`src/rtl/adc_seq_pkg.sv`:
```
package adc_seq_pkg;
  typedef enum logic [1:0] {
    ST_IDLE     = 2'd0,
    ST_WR_LOW   = 2'd1,
    ST_WR_COUNT = 2'd2,
    ST_RD_CONV  = 2'd3
  } seq_state_t;

  // bit positions of the synchronised pin vector
  localparam int unsigned PIN_CS   = 0;
  localparam int unsigned PIN_RD   = 1;
  localparam int unsigned PIN_WR   = 2;
  localparam int unsigned PIN_MODE = 3;
  localparam int unsigned PIN_NUM  = 4;
  localparam int unsigned EDGE_NUM = 3;
endpackage

```
`src/rtl/pin_sync.sv`:
```
module pin_sync #(
  parameter int unsigned WIDTH = 4,
  parameter logic [WIDTH-1:0] RST_VAL = '0
) (
  input  logic             clk,
  input  logic             rst_n,
  input  logic [WIDTH-1:0] din,
  output logic [WIDTH-1:0] lvl
);
  for (genvar i = 0; i < WIDTH; i++) begin : g_bit
    logic q1, q2;
    always_ff @(posedge clk or negedge rst_n) begin
      if (!rst_n) begin
        q1 <= RST_VAL[i];
        q2 <= RST_VAL[i];
      end else begin
        q1 <= din[i];
        q2 <= q1;
      end
    end
    assign lvl[i] = q2;
  end
endmodule

```
`src/rtl/edge_det.sv`:
```
module edge_det #(
  parameter int unsigned WIDTH = 3,
  parameter logic [WIDTH-1:0] RST_VAL = '1
) (
  input  logic             clk,
  input  logic             rst_n,
  input  logic [WIDTH-1:0] lvl,
  output logic [WIDTH-1:0] rise,
  output logic [WIDTH-1:0] fall
);
  logic [WIDTH-1:0] prev;

  always_ff @(posedge clk or negedge rst_n) begin
    if (!rst_n) prev <= RST_VAL;
    else        prev <= lvl;
  end

  assign rise = lvl & ~prev;
  assign fall = ~lvl & prev;
endmodule

```
`src/rtl/delay_timer.sv`:
```
module delay_timer #(
  parameter int unsigned DELAY_CYC = 40
) (
  input  logic clk,
  input  logic rst_n,
  input  logic start,
  input  logic cancel,
  output logic expired
);
  localparam int unsigned CNT_W = (DELAY_CYC > 1) ? $clog2(DELAY_CYC) : 1;
  localparam logic [CNT_W-1:0] LOAD_VAL = CNT_W'(DELAY_CYC - 1);

  logic [CNT_W-1:0] cnt;
  logic             run;

  always_ff @(posedge clk or negedge rst_n) begin
    if (!rst_n) begin
      run <= 1'b0;
      cnt <= '0;
    end else if (start) begin
      run <= 1'b1;
      cnt <= LOAD_VAL;
    end else if (cancel || (run && cnt == '0)) begin
      run <= 1'b0;
    end else if (run) begin
      cnt <= cnt - 1'b1;
    end
  end

  assign expired = run && (cnt == '0);
endmodule

```
`src/rtl/adc_bus_seq.sv`:
```
module adc_bus_seq
  import adc_seq_pkg::*;
#(
  parameter int unsigned DATA_W    = 8,
  parameter int unsigned DELAY_CYC = 40
) (
  input  logic              clk,
  input  logic              rst_n,
  input  logic              cs_n,
  input  logic              rd_n,
  input  logic              wr_n,
  input  logic              mode_wr,
  input  logic [DATA_W-1:0] code_in,
  input  logic              over_in,
  output logic              int_n,
  output logic              rdy_low,
  output logic              rdy_hiz,
  output logic              ovf_n,
  output logic [DATA_W-1:0] dout,
  output logic              dout_oe
);
  logic [PIN_NUM-1:0]  pin_lvl;
  logic [EDGE_NUM-1:0] pin_rise, pin_fall;

  pin_sync #(.WIDTH(PIN_NUM), .RST_VAL(4'b0111)) u_sync (
    .clk(clk), .rst_n(rst_n),
    .din({mode_wr, wr_n, rd_n, cs_n}),
    .lvl(pin_lvl)
  );

  edge_det #(.WIDTH(EDGE_NUM), .RST_VAL(3'b111)) u_edge (
    .clk(clk), .rst_n(rst_n),
    .lvl(pin_lvl[EDGE_NUM-1:0]),
    .rise(pin_rise), .fall(pin_fall)
  );

  logic cs_lvl, rd_lvl, mode_lvl;
  logic cs_rise, cs_fall, rd_rise, rd_fall, wr_rise, wr_fall;
  assign cs_lvl   = pin_lvl[PIN_CS];
  assign rd_lvl   = pin_lvl[PIN_RD];
  assign mode_lvl = pin_lvl[PIN_MODE];
  assign cs_rise  = pin_rise[PIN_CS];
  assign cs_fall  = pin_fall[PIN_CS];
  assign rd_rise  = pin_rise[PIN_RD];
  assign rd_fall  = pin_fall[PIN_RD];
  assign wr_rise  = pin_rise[PIN_WR];
  assign wr_fall  = pin_fall[PIN_WR];

  seq_state_t st, st_d;
  logic expired, latch, start_wr, start_rd, tmr_start, rd_sel_fall;
  logic vld_q, vld_d;

  delay_timer #(.DELAY_CYC(DELAY_CYC)) u_timer (
    .clk(clk), .rst_n(rst_n),
    .start(tmr_start), .cancel(latch),
    .expired(expired)
  );

  always_comb begin
    rd_sel_fall = rd_fall && !cs_lvl;
    start_wr    = (st == ST_IDLE) && !cs_lvl && mode_lvl && wr_fall;
    start_rd    = (st == ST_IDLE) && !cs_lvl && !mode_lvl && rd_fall;
    unique case (st)
      ST_WR_LOW:   latch = rd_sel_fall;
      ST_WR_COUNT: latch = rd_sel_fall || expired;
      ST_RD_CONV:  latch = expired;
      default:     latch = 1'b0;
    endcase
    tmr_start = start_rd || ((st == ST_WR_LOW) && wr_rise && !latch);

    st_d = st;
    if (latch)                              st_d = ST_IDLE;
    else if (start_wr)                      st_d = ST_WR_LOW;
    else if (start_rd)                      st_d = ST_RD_CONV;
    else if ((st == ST_WR_LOW) && wr_rise)  st_d = ST_WR_COUNT;

    vld_d = vld_q;
    if (latch)                  vld_d = 1'b1;
    else if (start_wr || start_rd) vld_d = 1'b0;
  end

  always_ff @(posedge clk or negedge rst_n) begin
    if (!rst_n) begin
      st      <= ST_IDLE;
      vld_q   <= 1'b0;
      int_n   <= 1'b1;
      ovf_n   <= 1'b1;
      dout    <= '0;
      dout_oe <= 1'b0;
      rdy_low <= 1'b0;
    end else begin
      st      <= st_d;
      vld_q   <= vld_d;
      dout_oe <= !cs_lvl && !rd_lvl && (mode_lvl || vld_d);

      if (latch)                  int_n <= 1'b0;
      else if (rd_rise || cs_rise) int_n <= 1'b1;

      if (latch) begin
        dout  <= code_in;
        ovf_n <= !over_in;
      end

      if (latch || cs_rise)          rdy_low <= 1'b0;
      else if (cs_fall && !mode_lvl) rdy_low <= 1'b1;
    end
  end

  assign rdy_hiz = !rdy_low;
endmodule

```
`config.mk`:
```
export PLATFORM = sky130hd
export DESIGN_NAME = adc_bus_seq
export DESIGN_NICKNAME = d
export VERILOG_FILES = /design/src/rtl/adc_seq_pkg.sv /design/src/rtl/pin_sync.sv /design/src/rtl/edge_det.sv /design/src/rtl/delay_timer.sv /design/src/rtl/adc_bus_seq.sv
export SDC_FILE = /design/constraint.sdc
export NUM_CORES = 1
export LEC_CHECK = 0
export BUFFER_PORTS_ARGS = -buffer_cell sky130_fd_sc_hd__buf_2
export CELL_PAD_IN_SITES_DETAIL_PLACEMENT = 1
export CELL_PAD_IN_SITES_GLOBAL_PLACEMENT = 2
export CORE_ASPECT_RATIO = 0.7
export CORE_MARGIN = 8
export CORE_UTILIZATION = 35
export CTS_CLUSTER_SIZE = 24
export DETAILED_ROUTE_END_ITERATION = 6
export GPL_ROUTABILITY_DRIVEN = 0
export GPL_TIMING_DRIVEN = 0
export HOLD_SLACK_MARGIN = 0.12
export PLACE_DENSITY_LB_ADDON = 0.1
export SYNTH_ARGS = -nofsm -noshare
export SYNTH_HDL_FRONTEND = slang
export SYNTH_SLANG_ARGS = --single-unit
```
`constraint.sdc`:
```
create_clock -name clk -period 2.3 [get_ports clk]
set_input_delay 0.345 -clock clk [delete_from_list [all_inputs] [get_ports clk]]
set_output_delay 0.345 -clock clk [all_outputs]
set_load 0.05 [all_outputs]
```
==> flow_summary.ini <==
[detailed_routing]
ant_nets = 0
wirelength_um = 3040
routed_via_density = 4.843
drt_iter0_drc = 33
vias = 988
wl_per_cell_um = 14.90
drt-pass1-iter-count = 4
drc = 0

[grt]
first_global_vias = 1048
grt_pass1_wl_um = 5250
antenna_found_initial = 0
groute.usage.overall_pct = 10.13
overflow = 0
grt_max_degree = 34

[die]
dieArea_um2 = 6388
core-area_um2 = 3899
fp.dieH_um = 69.32
initial_utilization_pct = 36.46
die_w_um = 92.17
row_count = 19
pin_count = 28

[sta]
period_share_pct = 81.21
report.final.slew_viol_count = 0
tightest_slew_ps = 725.0
setup_viol = 0
min_period_ps = 1868
rsz0062_at_grt = no
whs_ps = 128.3
final_hold_viol_count = 0
setup-tns-final_ps = 0
fmaxAchievable_ghz = 0.5354
relSlewSlack_pct = 51.66
fin_worst_skew_ps = 3.971

[clocking]
post_cts_buffers = 0
clk_path_buf_depth = 2
htreeDepth = 2
cts-resized-gates = 0
cts-root-buf = clkbuf_8
clk_pin_slew_ps = 70
cts_buffers = 5
cts_hold_buf = 0
clkLatencyLatePin_ps = 270
cts.sinks = 33
cts_tree = built

[yosys]
synthMuxAreaShare_pct = 9.243
synth_area_um2 = 1421
yosysSeqAreaShare_pct = 59.07
syn_nets = 134
synthAdderAreaFrac_pct = 1.761
ys_ff_latch = 33
synth_top_family_by_area = simple AND/OR/NAND/NOR gates
syn_inst = 117
synth.distinct_cells = 39
synth_simple_gate_area_share_pct = 15.76
synth-compound-area-share_pct = 9.595
synthXorXnorAreaFrac_pct = 0.6162
syn_area_per_cell_um2 = 12.15
yosys_warnings = 0

[worst_setup_path]
rr_worst_depth = 5
timing.rr.start = u_sync.g_bit[0].q2
r2r-end = dout[6]
arrival_ps = 2030
reg2reg_slack_ps = 430
path_class = reg -> reg
required_ps = 2460
cp-end-kind = flop
critPathLaunchType = flop
crit_path_max_fanout = 10

[finish]
nets = 168
drive_above_1_share_pct = 40.79
n_fill_cell = 447
multi_input_area_um2 = 525.5
finish.utilization_pct = 43.90
layout.area.seq_um2 = 839.6
syn_to_final_growth_pct = 20.42
antenna_cells = 0

[pwr]
leakage_nw = 0.7921
ir_drop_mv = 0.7133
power_density_nw_per_um2 = 1378

[hold_path]
hold_path.class = in -> async

[placed_design]
io_buffer_count = 27
hpwl_um = 2288

[outcome]
run_status = finished, final reports clean

[run]
cap_violations = 0
kinds of logic after synthesis:
| family | after synthesis |
|---|---|
| flops | 33 |
| compound gates | 20 |
| simple gates | 38 |
| mux | 11 |
| buf+inv | 12 |
| xor+xnor | 1 |
| fa+ha+maj | 2 |
power by group:
group	leakage, nW	internal (mW)	total, mW	switching [mW]
Clock	0.0455	0.244	0.436	0.192
Combinational	0.371	0.333	0.993	0.660
Sequential	0.375	0.787	0.929	0.142
Total	0.792	1.36	2.36	0.994
how the worst max path moves through the flow:
stage | start | end | cells past startpoint
finish | u_sync.g_bit[0].q2 | dout[6] | 5
global route | u_edge.prev[1] | u_timer.cnt[2] | 3
CTS | u_edge.prev[1] | u_timer.cnt[2] | 3
detailed placement | u_edge.prev[1] | u_timer.cnt[4] | 4
global placement | u_sync.g_bit[0].q2 | dout[6] | 5
floorplan | u_edge.prev[1] | dout[4] | 5
state kept, by name, summed over array words and instances (netlist names):
| signal | flops |
|---|---|
| vld_q | 1 |
| int_n | 1 |
| u_edge.prev | 3 |
| rdy_low | 1 |
| st | 2 |
| u_timer.run | 1 |
| dout_oe | 1 |
| u_sync.g_bit.q1 | 4 |
| u_timer.cnt | 6 |
| ovf_n | 1 |
| dout | 8 |
| u_sync.g_bit.q2 | 4 |
cells in the mapped netlist:
master    count  area share, %
a21boi_0      1           0.53
a21oi_1       4            1.4
a21oi_2       1           0.62
a311oi_1      1           0.62
and2_2        1           0.53
and3_1        2           0.88
and3b_1       1           0.62
buf_4         1           0.53
buf_6         1           0.79
clkbuf_1      1           0.26
dfrtp_1      22             39
dfstp_2      11             20
ha_1          2            1.8
inv_1         9            2.4
mux2_2        5            4.0
mux2_4        3            3.2
mux2i_1       3            2.1
nand2_1      11            2.9
nand2b_1      2           0.88
nand3_1       3            1.1
nand3b_1      1           0.53
nor2_1        3           0.79
nor3_1        4            1.4
nor3_4        1            1.1
nor3b_1       2            1.1
nor4_1        1           0.44
nor4bb_1      1           0.70
o21a_1        1           0.53
o21ai_0       6            2.1
o21ai_1       2           0.70
o22ai_1       1           0.44
o31a_2        1           0.70
o32a_2        1           0.79
o32ai_2       1            1.1
or3_1         2           0.88
or3_2         1           0.53
or3_4         1           0.79
or3b_1        1           0.62
xnor2_1       1           0.62
critical path, stage by stage, from the launching register on:
cell and delay [ps]:
dfstp_2 580, or3b_1 240, nor2_1 90, a21oi_2 320
buf_6 210, mux2_4 300
metrics by stage:
step | instances | setup slack, ps | cell area [µm²] | power [mW]
after floorplan | 117 | 589.6 | 1421 | 1.691
after global placement | 196 | 451.7 | 1622 | 1.900
after detailed placement | 196 | 419.1 | 1622 | 1.945
after CTS | 204 | 417.0 | 1712 | 2.399
after global routing | 204 | 351.4 | 1712 | 2.517
final | 204 | 432.3 | 1712 | 2.358
final cells by class:
cell class                      instances  area share [%]
Multi-Input combinational cell         72           30.70
Timing Repair Buffer                   27           7.895
Buffer                                  3           1.316
Clock buffer                            8           5.263
Inverter                                9           1.974
Sequential cell                        33           49.05
Tap cell                               52           3.801
routing by layer:
metal,track usage [%],up-vias,wire [µm]
li1,-,473,-
met3,5.189,2,236
met2,14.08,24,1321
met1,13.36,489,1469
met4,2.669,0,13
met5,0,-,0
layout by cell type (no fill, tap or decap), drive strengths merged, types with 4 or more instances in the layout:
cell type | Yosys | routed
nand2 | 11 | 11
dfstp | 11 | 11
mux2 | 8 | 8
clkbuf | 1 | 9
buf | 2 | 29
nor3 | 5 | 5
o21ai | 8 | 8
inv | 9 | 9
a21oi | 5 | 5
dfrtp | 22 | 22
or3 | 4 | 4
(Power assumes the default switching activity.)
